==> config.mk <==
export PLATFORM = sky130hd
export DESIGN_NAME = extIrqGroup
export DESIGN_NICKNAME = d
export VERILOG_FILES = /design/src/rtl/eirq_pkg.sv /design/src/rtl/eirq_datapath.sv /design/src/rtl/eirq_control.sv /design/src/rtl/extIrqGroup.sv
export SDC_FILE = /design/constraint.sdc
export NUM_CORES = 1
export LEC_CHECK = 0
export BUFFER_PORTS_ARGS = -buffer_cell sky130_fd_sc_hd__buf_4
export CAP_MARGIN = 20
export CORE_AREA = 2 2 39 41
export DETAILED_ROUTE_END_ITERATION = 8
export DIE_AREA = 0 0 41 43
export PLACE_DENSITY_LB_ADDON = 0.05
export SLEW_MARGIN = 20
export SYNTH_ARGS = -nofsm -noshare
export SYNTH_HDL_FRONTEND = slang
export SYNTH_SLANG_ARGS = --single-unit
==> constraint.sdc <==
create_clock -name clk -period 1.45 [get_ports clk]
set_input_delay 0.29 -clock clk [delete_from_list [all_inputs] [get_ports clk]]
set_output_delay 0.29 -clock clk [all_outputs]
set_load 0.03 [all_outputs]
==> src/rtl/eirq_pkg.sv <==
package eirq_pkg;
  localparam int SENS_W = 2;

  typedef enum logic [SENS_W-1:0] {
    SENS_LOW_FALL = 2'b00,
    SENS_RISE     = 2'b01,
    SENS_FALL     = 2'b10,
    SENS_BOTH     = 2'b11
  } sensMode_e;

  typedef struct packed {
    logic setReq;
    logic clrReq;
  } reqStrobe_t;
endpackage

==> src/rtl/eirq_datapath.sv <==
module eirq_datapath
  import eirq_pkg::*;
#(
  parameter int NUM_PINS = 8
) (
  input  logic                clk,
  input  logic                rstN,
  input  logic [NUM_PINS-1:0] pinLevel,
  input  logic [NUM_PINS-1:0] pinIrqEn,
  input  logic [SENS_W-1:0]   sensSel,
  input  reqStrobe_t          strobe,
  output logic                groupNow,
  output logic                groupPrev,
  output logic                sensChanged,
  output logic                reqQ
);
  logic [NUM_PINS-1:0] pinGate;
  logic [SENS_W-1:0]   sensPrev;

  // Disqualified pins are forced high so they neither mask nor trigger.
  for (genvar i = 0; i < NUM_PINS; i++) begin : gPinGate
    assign pinGate[i] = pinLevel[i] | ~pinIrqEn[i];
  end

  assign groupNow    = &pinGate;
  assign sensChanged = (sensSel != sensPrev);

  always_ff @(posedge clk or negedge rstN) begin
    if (!rstN) begin
      groupPrev <= 1'b1;
    end else begin
      groupPrev <= groupNow;
    end
  end

  // Plain delay of the setting, so a change is seen against the real prior value.
  always_ff @(posedge clk) begin
    sensPrev <= sensSel;
  end

  always_ff @(posedge clk or negedge rstN) begin
    if (!rstN) begin
      reqQ <= 1'b0;
    end else if (strobe.clrReq) begin
      reqQ <= 1'b0;
    end else if (strobe.setReq) begin
      reqQ <= 1'b1;
    end
  end
endmodule

==> src/rtl/eirq_control.sv <==
module eirq_control
  import eirq_pkg::*;
(
  input  logic              groupNow,
  input  logic              groupPrev,
  input  logic [SENS_W-1:0] sensSel,
  input  logic              sensChanged,
  input  logic              vecFetchAck,
  output reqStrobe_t        strobe
);
  logic eventHit;
  logic riseSeen;
  logic fallSeen;

  assign riseSeen = groupNow & ~groupPrev;
  assign fallSeen = ~groupNow & groupPrev;

  always_comb begin
    unique case (sensMode_e'(sensSel))
      SENS_LOW_FALL: eventHit = ~groupNow;
      SENS_RISE:     eventHit = riseSeen;
      SENS_FALL:     eventHit = fallSeen;
      SENS_BOTH:     eventHit = riseSeen | fallSeen;
      default:       eventHit = 1'b0;
    endcase
  end

  // A setting change discards everything; otherwise a new event outranks the acknowledge.
  always_comb begin
    strobe.setReq = eventHit & ~sensChanged;
    strobe.clrReq = sensChanged | (vecFetchAck & ~eventHit);
  end
endmodule

==> src/rtl/extIrqGroup.sv <==
module extIrqGroup
  import eirq_pkg::*;
#(
  parameter int NUM_PINS = 8
) (
  input  logic                clk,
  input  logic                rstN,
  input  logic [NUM_PINS-1:0] pinLevel,
  input  logic [NUM_PINS-1:0] pinIrqEn,
  input  logic [1:0]          sensSel,
  input  logic                vecFetchAck,
  output logic                irqReq
);
  reqStrobe_t strobe;
  logic groupNow;
  logic groupPrev;
  logic sensChanged;

  eirq_datapath #(.NUM_PINS(NUM_PINS)) uDatapath (
    .clk(clk), .rstN(rstN), .pinLevel(pinLevel), .pinIrqEn(pinIrqEn),
    .sensSel(sensSel), .strobe(strobe), .groupNow(groupNow),
    .groupPrev(groupPrev), .sensChanged(sensChanged), .reqQ(irqReq)
  );

  eirq_control uControl (
    .groupNow(groupNow), .groupPrev(groupPrev), .sensSel(sensSel),
    .sensChanged(sensChanged), .vecFetchAck(vecFetchAck), .strobe(strobe)
  );

  AST_NO_QUAL_QUIET: assert property (@(posedge clk) disable iff (!rstN)
    ($stable(pinIrqEn) && (pinIrqEn == '0) && !irqReq) |=> !irqReq);
  AST_MASK_BLOCKS_RISE: assert property (@(posedge clk) disable iff (!rstN)
    ((sensSel == SENS_RISE) && |(pinIrqEn & ~pinLevel)) |=> !$rose(irqReq));
  AST_LEVEL_HOLDS: assert property (@(posedge clk) disable iff (!rstN)
    ((sensSel == SENS_LOW_FALL) && $stable(sensSel) && !groupNow) |=> irqReq);
  AST_RISE_SETS: assert property (@(posedge clk) disable iff (!rstN)
    ((sensSel == SENS_RISE) && $stable(sensSel) && groupNow && !groupPrev) |=> irqReq);
  AST_FALL_IGNORES_HIGH: assert property (@(posedge clk) disable iff (!rstN)
    ((sensSel == SENS_FALL) && !irqReq && groupNow) |=> !irqReq);
  AST_ACK_RELEASES: assert property (@(posedge clk) disable iff (!rstN)
    (vecFetchAck && groupNow && groupPrev) |=> !irqReq);
  AST_EVENT_BEATS_ACK: assert property (@(posedge clk) disable iff (!rstN)
    ((sensSel == SENS_BOTH) && $stable(sensSel) && vecFetchAck && (groupNow != groupPrev)) |=> irqReq);
  AST_SENS_CHANGE_CLEARS: assert property (@(posedge clk) disable iff (!rstN)
    (sensSel != $past(sensSel)) |=> !irqReq);
endmodule

# Yosys cells after proc, flatten, opt, wreduce, memory -nomap -nowiden
# Index checks and enable logic that the tools add are counted.
# op_classes
bitwise_logic,26
muxes,3
n_eq_ne,4
reduce_logical,3
# ops
operator,n
$not A1 Y1,12
$or A1 B1 Y1,10
$reduce_and A8 Y1,1
$and A1 B1 Y1,4
$eq A2 B2 Y1 const B,2
$pmux W1 S4,1
$eq A2 B1 Y1 const B,1
$logic_not A2 Y1,1
$mux W1,2
$ne A2 B2 Y1,1
$reduce_bool A2 Y1,1
# word_totals
input_bits,21
wordCells,39
reg_bits,4

# Longest topological paths before layout
# depth
word_depth,11
ltp_mapped,9
ltp_nobuf,9

# Hierarchy
# A second synthesis with hierarchy kept.
# unflattened
hier_cells,31
area_unflattened_um2,261.5
# modules_own_cells
module,cells_per_inst,seq_area_each_um2,area_each_um2,n_inst
eirq_datapath,22,91.3,187.7,1
eirq_control,9,0.0,73.8,1

# Least setup slack after synthesis
# Ideal clock, no wire load.
# synth_timing
path_kind,in2reg
from,input pinIrqEn[7]
to,register uDatapath.reqQ
n_path_buf,0
setup_slack_ps,-309
t_arrival_ps,1636
path_stages,9
cell_sequence,inv_1 -> o22ai_1 -> or4_4 -> ha_1 -> inv_1 -> mux2i_1 -> nor3_1 -> o22ai_1 -> nand2_1
# synth_between
elab_chain_len,11
word_cells_on_any_way,14
classes_between,2 x mux; 10 x bitwise; 2 x reduce/logical
# synth_lines
item,line_no,rtl
start: declaration,extIrqGroup.sv:9,"input logic [NUM_PINS-1:0] pinIrqEn,"
$not A1 Y1 *,eirq_datapath.sv:22,assign pinGate[i] = pinLevel[i] | ~pinIrqEn[i];
$or A1 B1 Y1 *,eirq_datapath.sv:22,
$reduce_and A8 Y1 *,eirq_datapath.sv:25,assign groupNow = &pinGate;
$not A1 Y1,"eirq_control.sv:16, eirq_control.sv:20",
$and A1 B1 Y1,eirq_control.sv:16,assign fallSeen = ~groupNow & groupPrev;
$or A1 B1 Y1,eirq_control.sv:23,SENS_BOTH: eventHit = riseSeen | fallSeen;
$pmux W1 S4 *,eirq_control.sv:19,unique case (sensMode_e'(sensSel))
$not A1 Y1,eirq_control.sv:31,strobe.clrReq = sensChanged | (vecFetchAck & ~eventHit);
$and A1 B1 Y1,eirq_control.sv:31,
$or A1 B1 Y1,eirq_control.sv:31,
$mux W1 or $reduce_bool A2 Y1 (tied branches),--,
end signal: assignment,eirq_datapath.sv:43,reqQ <= 1'b0;
end signal: assignment,eirq_datapath.sv:45,reqQ <= 1'b0;
end signal: assignment,eirq_datapath.sv:47,reqQ <= 1'b1;
end: declaration,eirq_datapath.sv:15,output logic reqQ
# Mark *: on every way between the ends. The rest lies on a longest branch, timed or not.
# A chain may end at the register's enable or synchronous reset.

# Worst setup path after layout
# layout_timing
from,input pinIrqEn[6]
to,register uDatapath.reqQ
# The elaborated chain is that of the path after synthesis.

==> results.tsv <==
stage	metric	value	unit
cells_and_area	final_cell_area	575.6	um2
floorplan	die_w	41	um
timing	worst_slack	-200.5	ps
min_path	hold_class	input port to flip-flop	
floorplan	rows	14	
placed_design	placed_area	509.2	um2
synthesis	syn_avg_cell_area	7.855	um2
critical_path	critical_path_class	input port to flip-flop	
timing	period_share	1.138	
critical_path	path_max_fanout	2	
clock_tree	post_cts_buffers	0	
critical_path	startpoint_type	input port	
timing	hold_violations	0	
routing	drc	0	
routing	dr.pass1.iters	2	
timing	setup_viol	1	
floorplan	die_y	43	um
critical_path	end_kind	flip-flop	
synthesis	syn_area	282.8	um2
synthesis	ys_types	17	
global_route	grt_first_pass_wirelength	1083	um
placed_design	hpwl	583.8	um
floorplan	dieArea	1763	um2
routing	drt_iter0_markers	1	
synthesis	synth-edff-count	0	
routing	avgRoutedWirePerCell	9.413	um
timing	clock_skew	3.041	ps
synthesis	yosysMostFrequentCell	inv_1	
clock_tree	clock_latency	240	ps
floorplan	start_util	0.2043	
run_status	violations	negative setup slack	
routing	vias	338	
timing	fmax	0.6059	GHz
cells_and_area	syn_to_final_growth	103.5	%
routing	drt-total-wl	753	um
synthesis	ys_seq_area_frac	0.3230	
synthesis	synthArstFlopShare	0.5000	
timing	period_minus_slack	1651	ps
routing	antenna_left	0	
timing	slew_violations	0	
power_and_ir_drop	ir_worst_vdd	413.4	uV
floorplan	io_pins	22	
clock_tree	cts_tree	done	
cells_and_area	fin_nets	88	
synthesis	ys.flop_type	dfxtp_1	
synthesis	ys_ff_latch	4	
synthesis	ys_top_cells_by_count	inv_1, o22ai_1, nor3_1	
synthesis	synth_warnings	0	
routing	routed_via_density	4.225	
flow_run	max-cap-violations	0	
clock_tree	cts_buffer_depth	2	
timing	rsz0062_at_grt	true	
synthesis	yosys.area.top_type	dfxtp_1	
power_and_ir_drop	leakagePower	0.2848	nW
global_route	grt_pass1_vias	318	
critical_path	required	1570	ps
run_status	status	complete, but fails checks	
clock_tree	cts_made_buffers	3	
floorplan	core_region_area	1384	um2
clock_tree	ctsHtreeMaxLevel	1	
critical_path	r2r_slack	120	ps
cells_and_area	fillers	141	
global_route	grtUsageTotal	0.09419	
critical_path	reg2regPathDepth	6	
placed_design	place.gp.congestion	0.6072	
critical_path	arrival	1770	ps
power_and_ir_drop	power_density	690.8	nW/um2
clock_tree	clk_pin_slew	40	ps
clock_tree	cts_sinks	4	
timing	worst_pin_slew	187.7	ps
cells_and_area	antenna-diode-count	0	
global_route	grt.overflow.total	0	
critical_path	cp-startpoint	pinIrqEn[6]	
global_route	grt_max_degree	6	
placed_design	io_buffers	21	
critical_path	r2r_start	uDatapath.groupPrev	
synthesis	syn-instance-count	36	
synthesis	syn-num-nets	59	
synthesis	synth_top_cell_area_share	0.1416	
power_and_ir_drop	total_power	0.3976	mW
synthesis	yosys-top-cells-area	dfxtp_1, o22ai_1, inv_1, dfstp_2, dfrtp_1	
clock_tree	cts_root_buffer	clkbuf_4	
min_path	hold_end	uDatapath.sensPrev[0]	
timing	slew_headroom	0.8739	
min_path	whs_path_depth	1	
min_path	hold_start	sensSel[0]	
cells_and_area	drive_gt1_frac	0.6250	
critical_path	r2r_end	uDatapath.reqQ	
global_route	grt_antenna_before_repair	0	
[logic make-up after synthesis]
kind of cell	after synthesis	synth area share
AOI/OAI and AO/OA	8	0.2168
adders and majority gates	2	0.08848
buffers and inverters	11	0.1460
DFF	4	0.3230
muxes	1	0.03540
and+or+nand+nor	10	0.1903
[layout by cell type, fill, tap and decap left out]
master / netlist / final
a21oi_1: 2 / 2
dfstp_2: 1 / 1
clkinv_1: 1 / 1
inv_8: 0 / 2
buf_6: 0 / 4
o22ai_1: 5 / 3
dfxtp_1: 2 / 2
buf_4: 0 / 19
inv_2: 2 / 3
inv_1: 8 / 3
nand2_1: 2 / 2
o22ai_2: 0 / 2
clkbuf_4: 0 / 3
clkbuf_1: 0 / 1
inv_4: 0 / 2
o22ai_4: 1 / 1
mux2i_2: 0 / 1
nor2_1: 2 / 2
ha_4: 0 / 1
ha_1: 2 / 1
or4_4: 1 / 1
nand2b_1: 1 / 1
dfrtp_1: 1 / 1
and2_1: 1 / 1
nor3_1: 3 / 3
dlygate4sd3_1: 0 / 1
[through the flow]
| step | worst slack (ps) | util | setup TNS (ps) | hold slack [ps] | instances |
|---|---|---|---|---|---|
| after floorplan | -274.1 | - | -274.1 | -5.591 | 36 |
| after global placement | -525.2 | 0.3680 | -530.0 | 74.48 | 75 |
| after CTS | -235.6 | 0.4033 | -235.6 | 173.6 | 80 |
| after global routing | -261.0 | 0.4159 | -261.0 | 168.2 | 80 |
| final | -200.5 | 0.4159 | -200.5 | 180.3 | 80 |
| after detailed placement | -521.7 | 0.3680 | -536.3 | 73.65 | 75 |
[repair_timing]
| action | 4_1_cts | 5_1_grt |
|---|---|---|
| gates resized for setup | 5 | 4 |
| setup endpoints to repair | 1 | 1 |
| pin swaps | 7 | 6 |
| hold endpoints to repair | 2 | 0 |
| hold buffers | 1 | 0 |
[critical path, cell delays in order]
cell	delay, ps
buf_6	90
inv_4	40
o22ai_4	50
or4_4	550
ha_4	280
inv_2	30
mux2i_2	150
a21oi_1	90
o22ai_1	110
nand2_1	70
[worst max-delay path by stage]
stage	cells after the start	endpoint	slack (ps)
4_1_cts	10	uDatapath.reqQ	-240
3_3_place_gp	10	uDatapath.reqQ	-530
3_5_place_dp	10	uDatapath.reqQ	-520
6_report	10	uDatapath.reqQ	-200
2_1_floorplan	9	uDatapath.reqQ	-270
5_1_grt	10	uDatapath.reqQ	-260
[power by group]
group / switching (mW) / internal (mW) / total [mW]
Sequential: 0.00423 / 0.119 / 0.123
Clock: 0.0503 / 0.104 / 0.154
Combinational: 0.0471 / 0.0732 / 0.120
Total: 0.102 / 0.296 / 0.398
[area by class of cell]
type | count | area (um2) | area share
clock buffers | 4 | 26.28 | 0.04565
flip-flops and latches | 4 | 91.34 | 0.1587
multi-input cells | 21 | 178.9 | 0.3109
repair buffers | 24 | 197.7 | 0.3435
inverters | 11 | 61.31 | 0.1065
well taps | 16 | 20.02 | 0.03478
[registers in the layout, indices dropped and copies added (netlist names)]
name,flops
uDatapath.groupPrev,1
uDatapath.reqQ,1
uDatapath.sensPrev,2
[per-layer routing]
layer	share of wire	track usage	wire, um	vias up
met4	0	0.02000	0	0
met2	0.57	0.1406	426	10
met5	0	0	0	-
met1	0.37	0.09904	277	151
met3	0.065	0.07853	49	0
li1	-	-	-	177
(Power assumes the default switching activity.)
